`src/rtl/hp_irq_pkg.sv`:
```
package hp_irq_pkg;
  localparam int REG_W       = 32;
  localparam int EVT_W       = 5;
  localparam int MASK_W      = 7;
  localparam int MASK_LSB    = 8;
  // control word bit positions
  localparam int C_INT_DIS   = 0;
  localparam int C_SERR_DIS  = 1;
  localparam int C_CMD_DIS   = 2;
  localparam int C_ARB_DIS   = 3;
  localparam int C_CMD_DET   = 16;
  localparam int C_ARB_DET   = 17;
  // address map
  localparam int A_CTRL      = 0;
  localparam int A_LOC       = 1;
  localparam int A_SLOT0     = 2;

  typedef struct packed {
    logic arb_dis;
    logic cmd_dis;
    logic serr_dis;
    logic int_dis;
  } dis_t;
endpackage

```
`src/rtl/hp_slot_evt.sv`:
```
module hp_slot_evt
  import hp_irq_pkg::*;
(
  input  logic              clk,
  input  logic              rst,
  input  logic              wr_hit,
  input  logic [EVT_W-1:0]  clr_bits,
  input  logic [MASK_W-1:0] mask_wr,
  input  logic [EVT_W-1:0]  evt_set,
  output logic [EVT_W-1:0]  latch_o,
  output logic [MASK_W-1:0] mask_o,
  output logic              pend_o
);
  logic [EVT_W-1:0]  latch_q;
  logic [MASK_W-1:0] mask_q;
  logic [EVT_W-1:0]  clr_eff;

  assign clr_eff = wr_hit ? clr_bits : '0;

  always_ff @(posedge clk) begin
    if (rst) begin
      latch_q <= '0;
      mask_q  <= '1;
    end else begin
      latch_q <= (latch_q & ~clr_eff) | evt_set;
      if (wr_hit) mask_q <= mask_wr;
    end
  end

  assign latch_o = latch_q;
  assign mask_o  = mask_q;
  assign pend_o  = |(latch_q & ~mask_q[EVT_W-1:0]);


  set_wins_chk: assert property (@(posedge clk) disable iff (rst)
    (|evt_set) |=> ((latch_q & $past(evt_set)) == $past(evt_set)));

  w1c_clear_chk: assert property (@(posedge clk) disable iff (rst)
    (wr_hit && evt_set == '0) |=> ((latch_q & $past(clr_bits)) == '0));
endmodule

```
`src/rtl/hp_ctl_reg.sv`:
```
module hp_ctl_reg
  import hp_irq_pkg::*;
(
  input  logic clk,
  input  logic rst,
  input  logic wr_hit,
  input  logic [3:0] dis_wr,
  input  logic cmd_clr,
  input  logic arb_clr,
  input  logic cmd_done,
  input  logic arb_evt,
  output dis_t dis_o,
  output logic cmd_det_o,
  output logic arb_det_o
);
  dis_t dis_q;
  logic cmd_q, arb_q;

  always_ff @(posedge clk) begin
    if (rst) begin
      dis_q <= '1;
      cmd_q <= 1'b0;
      arb_q <= 1'b0;
    end else begin
      if (wr_hit) dis_q <= dis_t'(dis_wr);
      cmd_q <= (cmd_q & ~(wr_hit & cmd_clr)) | cmd_done;
      arb_q <= (arb_q & ~(wr_hit & arb_clr)) | arb_evt;
    end
  end

  assign dis_o     = dis_q;
  assign cmd_det_o = cmd_q;
  assign arb_det_o = arb_q;


  cmd_set_chk: assert property (@(posedge clk) disable iff (rst)
    cmd_done |=> cmd_q);

  arb_set_chk: assert property (@(posedge clk) disable iff (rst)
    arb_evt |=> arb_q);
endmodule

```
`src/rtl/hp_irq_out.sv`:
```
module hp_irq_out (
  input  logic clk,
  input  logic rst,
  input  logic any_src,
  input  logic int_dis,
  input  logic msi_en,
  output logic irq_o,
  output logic msi_pulse_o
);
  logic level;
  logic req_q, irq_q, msi_q;

  assign level = any_src & ~int_dis;

  always_ff @(posedge clk) begin
    if (rst) begin
      req_q <= 1'b0;
      irq_q <= 1'b0;
      msi_q <= 1'b0;
    end else begin
      req_q <= level;
      irq_q <= level & ~msi_en;
      msi_q <= msi_en & (level != req_q);
    end
  end

  assign irq_o       = irq_q;
  assign msi_pulse_o = msi_q;


  msi_on_change_chk: assert property (@(posedge clk) disable iff (rst)
    msi_q |-> (req_q != $past(req_q)));

  msi_needs_en_chk: assert property (@(posedge clk) disable iff (rst)
    msi_q |-> $past(msi_en));

  irq_quiet_msi_chk: assert property (@(posedge clk) disable iff (rst)
    irq_q |-> !$past(msi_en));
endmodule

```
`src/rtl/hp_irq_aggregator.sv`:
```
module hp_irq_aggregator
  import hp_irq_pkg::*;
#(
  parameter int NUM_SLOTS = 31,
  parameter int ADDR_W    = 6
) (
  input  logic                       clk,
  input  logic                       rst,
  input  logic                       wr_en,
  input  logic                       rd_en,
  input  logic [ADDR_W-1:0]          addr,
  input  logic [REG_W-1:0]           wdata,
  input  logic [NUM_SLOTS*EVT_W-1:0] slot_evt,
  input  logic                       cmd_done,
  input  logic                       arb_evt,
  input  logic                       msi_en,
  output logic [REG_W-1:0]           rd_data,
  output logic                       irq_o,
  output logic                       msi_pulse_o
);
  localparam int LAST_ADDR = A_SLOT0 + NUM_SLOTS - 1;

  logic [EVT_W-1:0]  latch_a [NUM_SLOTS];
  logic [MASK_W-1:0] mask_a  [NUM_SLOTS];
  logic [NUM_SLOTS-1:0] pend;
  logic [REG_W-1:0] loc;
  logic [REG_W-1:0] rd_next;
  logic [REG_W-1:0] rd_q;
  dis_t dis;
  logic cmd_det, arb_det;
  logic ctl_hit;
  logic unused_wdata;

  assign unused_wdata = ^{wdata[REG_W-1:18], wdata[15], wdata[7:5]};
  assign ctl_hit = wr_en && (addr == ADDR_W'(A_CTRL));

  hp_ctl_reg u_ctl (
    .clk(clk), .rst(rst), .wr_hit(ctl_hit),
    .dis_wr(wdata[C_ARB_DIS:C_INT_DIS]),
    .cmd_clr(wdata[C_CMD_DET]), .arb_clr(wdata[C_ARB_DET]),
    .cmd_done(cmd_done), .arb_evt(arb_evt),
    .dis_o(dis), .cmd_det_o(cmd_det), .arb_det_o(arb_det)
  );

  for (genvar s = 0; s < NUM_SLOTS; s++) begin : g_slot
    logic hit;
    assign hit = wr_en && (addr == ADDR_W'(A_SLOT0 + s));
    hp_slot_evt u_slot (
      .clk(clk), .rst(rst), .wr_hit(hit),
      .clr_bits(wdata[EVT_W-1:0]),
      .mask_wr(wdata[MASK_LSB +: MASK_W]),
      .evt_set(slot_evt[s*EVT_W +: EVT_W]),
      .latch_o(latch_a[s]), .mask_o(mask_a[s]), .pend_o(pend[s])
    );
  end

  always_comb begin
    loc = '0;
    loc[0] = cmd_det & ~dis.cmd_dis;
    loc[NUM_SLOTS:1] = pend;
  end

  hp_irq_out u_out (
    .clk(clk), .rst(rst), .any_src(|loc), .int_dis(dis.int_dis),
    .msi_en(msi_en), .irq_o(irq_o), .msi_pulse_o(msi_pulse_o)
  );

  always_comb begin
    rd_next = '0;
    if (addr == ADDR_W'(A_CTRL)) begin
      rd_next[C_ARB_DIS:C_INT_DIS] = dis;
      rd_next[C_CMD_DET] = cmd_det;
      rd_next[C_ARB_DET] = arb_det;
    end else if (addr == ADDR_W'(A_LOC)) begin
      rd_next = loc;
    end else begin
      for (int s = 0; s < NUM_SLOTS; s++) begin
        if (addr == ADDR_W'(A_SLOT0 + s)) begin
          rd_next[EVT_W-1:0] = latch_a[s];
          rd_next[MASK_LSB +: MASK_W] = mask_a[s];
        end
      end
    end
  end

  always_ff @(posedge clk) begin
    if (rst) rd_q <= '0;
    else if (rd_en) rd_q <= rd_next;
  end

  assign rd_data = rd_q;


  unmapped_zero_chk: assert property (@(posedge clk) disable iff (rst)
    (rd_en && int'(addr) > LAST_ADDR) |=> (rd_data == '0));

  cmd_loc_chk: assert property (@(posedge clk) disable iff (rst)
    (cmd_done && !dis.cmd_dis && !(ctl_hit && wdata[C_CMD_DIS])) |=> loc[0]);
endmodule

```
`config.mk`:
```
export PLATFORM = sky130hd
export DESIGN_NAME = hp_irq_aggregator
export DESIGN_NICKNAME = d
export VERILOG_FILES = /design/src/rtl/hp_irq_pkg.sv /design/src/rtl/hp_slot_evt.sv /design/src/rtl/hp_ctl_reg.sv /design/src/rtl/hp_irq_out.sv /design/src/rtl/hp_irq_aggregator.sv
export SDC_FILE = /design/constraint.sdc
export NUM_CORES = 1
export LEC_CHECK = 0
export BUFFER_PORTS_ARGS = -buffer_cell sky130_fd_sc_hd__buf_4
export CAP_MARGIN = 20
export CORE_ASPECT_RATIO = 1.1
export CORE_UTILIZATION = 40
export CTS_CLUSTER_SIZE = 24
export DETAILED_ROUTE_END_ITERATION = 10
export MAX_ROUTING_LAYER = met4
export PLACE_DENSITY_LB_ADDON = 0.08
export SLEW_MARGIN = 20
export SYNTH_ARGS = -nofsm -noshare
export SYNTH_HDL_FRONTEND = slang
export SYNTH_SLANG_ARGS = --single-unit
```
`constraint.sdc`:
```
create_clock -name clk -period 5.8 [get_ports clk]
set_clock_uncertainty 0.1 [all_clocks]
set_input_delay 0.87 -clock clk [delete_from_list [all_inputs] [get_ports clk]]
set_output_delay 0.87 -clock clk [all_outputs]
set_load 0.05 [all_outputs]
```
==> summary.txt <==
Outcome
  – Outcome: finished, final reports clean

Global routing
  – First-pass GRT wire length: 130000 um
  – Number of global-route vias before repair: 19.4k
  – Total gr overflow: 0
  – Initial antenna violation count: 1
  – Pin count of the biggest net entering global routing: 84
  – Total global-route track usage: 35.3%

Clock network
  – Deepest clock path buffer count: 3
  – H-Tree Depth: 2
  – Root buffer cell: clkbuf_16
  – TritonCTS buffer count: 46
  – Number of hold buffers added after CTS: 0
  – TritonCTS clock tree: yes
  – Resize count post-CTS: 0
  – Clk_lat worst skew: 0.61 ns
  – CTS clk-pin slew, worst paths: 0.06 ns
  – Postcts setup bufs: 0
  – CTS sink count: 413

Worst hold path
  – Hold Crit Start: msi_en
  – Hold crit path type: in2reg

STA
  – Final setup margin: 1.81 ns
  – Final Max Slew Viols: 0
  – Setup TNS: 0 ns
  – Min Tclk post-route: 3.99 ns
  – Final period util: 68.8%
  – RSZ-0062 raised after global routing: no
  – Final hold vios: 0
  – Max-slew headroom: 21.6%
  – Setup Viol. Count Final: 0
  – Slew @ Worst Pin: 1.17 ns
  – FMAX: 0.251 GHz

Placed design
  – RePlAce Congestion: 1.02
  – DP Worst Slack: 1.44 ns
  – Post-Place Cells: 3318
  – HPWL after detailed placement: 61300 um
  – # port buffers: 215

Layout
  – Area grow syn2layout: 17.2%
  – Fill cells: 4960
  – Post-route core utilization: 47.5%
  – Non-filler cells, final: 3401
  – Layout cells sized above 1: 14.0%
  – Nets: 2914
  – N_diodes: 0

Routing
  – Residual DRC: 0
  – Post-Route WL: 88500 um
  – DR vias/cell: 6.02
  – WL per Instance: 26.0 um
  – Post-route ant nets: 0
  – 1st-iter DRT viols: 2111
  – Via count of the routed design: 20.5k
  – 1st-pass router iterations: 5

Logic synthesis
  – Ys Warns: 0
  – Syn_area_per_cell: 7.55 um2
  – Share of the synthesized area in the top cell type: 41.7%
  – Async set or reset register ratio after synthesis: 0%
  – Post-synthesis register bit count: 413
  – Mapped Nets: 2826
  – Most numerous cell in the Yosys netlist: nand2_1
  – Post-synth EDFFs: 0
  – Sequential-to-total area share from yosys stat: 41.7%
  – Synth Flop Type: dfxtp_1
  – Top post-synthesis cells by count: 506 x nand2_1, 413 x dfxtp_1, 248 x a21oi_1
  – Post-synthesis cell type count: 78
  – Synthesized area: 0.0198 mm2
  – Yosys top cell by area: dfxtp_1
  – Top cells by area, synth: dfxtp_1 42%, nand2_1 9.6%, a21oi_1 6.3%, nor2_1 4.6%, o21ai_0 4.5%
  – Cells after Synth: 2626

Power
  – Leakage power: 8.98 nW
  – Pwr dens: 292 mW/mm2
  – Overall power: 6.78 mW
  – Switching share of power: 27.3%
  – Worst vdd ir: 0.230 mV
  – Sw power: 1.85 mW
  – Gate power share: 10.7%
  – Sequential power share: 44.9%
  – Clock power frac: 44.4%
  – Pint: 4.93 mW

Critical path
  – Worst Setup SP: addr[1]
  – Worst endpoint required time: 6.17 ns
  – Critical path peak fanout: 40
  – Worst setup EP type: register
  – Critical path type: in2reg
  – Reg2Reg Launch Point: g_slot[5].u_slot.latch_o[2]$_SDFF_PP0_
  – Critical path arrival: 4.35 ns
  – Worst Setup Start Kind: input port

Floorplan
  – Num ports: 234
  – Die Width: 214 um
  – Core ar.: 0.0489 mm2
  – Initial core utilization: 40.5%
  – Total die area: 0.0505 mm2
  – Height of the die: 235 um
  – Cell Rows: 85

Run
  – Max cap viols: 0
-- layout by cell type, fill, tap and decap left out, types with 9 or more instances in the layout --
cell type  netlist  routed
a2111oi_2        0       9
o22ai_1         64      64
nand2_1        506     506
inv_1          127     126
nand2b_1        20      20
o221ai_1        15      15
a21oi_1        248     248
clkbuf_1       127      12
nor3_1          18      18
clkbuf_16        0      47
a22oi_1         26      26
dfxtp_1        413     413
mux4_2          13      13
nand3_1        160     160
nor2b_1         45      44
nand3b_1         9       9
a211oi_1        29      29
buf_4           10     259
nor2_1         243     240
a31oi_1         12      12
o21ai_0        179     179
o211ai_1        49      49
clkbuf_8         0      10
and3_1          10      10
mux2i_1         67      67
-- cells by family (layout without fill, tap and decap cells) --
group                  Yosys count  after routing  synth area share [%]
AOI/OAI and AO/OA              716            716                  22.0
and+or+nand+nor               1060           1060                  23.6
buffers and inverters          349            472                  7.38
DFF                            413            413                  41.7
muxes                           88             88                  5.31
-- final cells by class --
| class | instances | area, um2 | area share, % |
|---|---|---|---|
| inverter | 129 | 489 | 2.11 |
| tap | 652 | 816 | 3.51 |
| clock buffer | 69 | 1360 | 5.85 |
| sequential | 413 | 8270 | 35.6 |
| multi-input combinational | 1864 | 10200 | 43.9 |
| timing repair buffer | 260 | 1960 | 8.42 |
| clock inverter | 14 | 155 | 0.668 |
-- metal layers --
layer | vias up | part of all wire [%] | track usage, %
met1 | 9884 | 40 | 43.2
met3 | 236 | 7.5 | 5.35
li1 | 9306 | - | -
met5 | - | 0 | -
met2 | 1053 | 47 | 56.5
met4 | 0 | 5.5 | 17.9
-- critical path, stage by stage --
cell       delay [ns]
buf_4            0.23
buf_4            0.36
nand2b_1         0.80
nor3_1           0.13
a2111oi_0        0.92
o221a_2          0.35
o21ai_1          0.16
a2111oi_1        0.42
nor3_1           0.08
-- power groups by stage --
stage | Clock (mW) | Sequential, mW | Combinational (mW)
6_report | 3.01 | 3.05 | 0.726
5_1_grt | 3.15 | 3.05 | 0.767
4_1_cts | 3.04 | 3.04 | 0.712
3_5_place_dp | 0 | 3.11 | 0.711
3_3_place_gp | 0 | 3.10 | 0.706
2_1_floorplan | 0 | 3.07 | 0.382
-- through the flow --
stage	hold WS, ns	area, um2
CTS	0.335	23200
global placement	0.350	21700
detailed placement	0.357	21700
floorplan	0.336	19800
global route	0.353	23200
finish	0.355	23200
-- final timing paths --
path                             end  slack (ns)  depth (start not counted)
max          rd_data[2]$_SDFFE_PP0P_        1.81                          9
min           u_out.irq_o$_SDFF_PP0_        0.36                          2
max reg2reg  rd_data[2]$_SDFFE_PP0P_        2.94                          7
min reg2reg  rd_data[5]$_SDFFE_PP0P_        0.37                          2
-- registers in the layout (all words and copies together), names as in the netlist --
name / flops
u_out.irq_o: 1
u_ctl.dis_o: 4
u_out.req_q: 1
rd_data: 32
u_ctl.cmd_det_o: 1
g_slot.u_slot.latch_o: 155
u_ctl.arb_det_o: 1
g_slot.u_slot.mask_o: 217
u_out.msi_pulse_o: 1
Note: power is estimated with default switching activity, not from simulation.
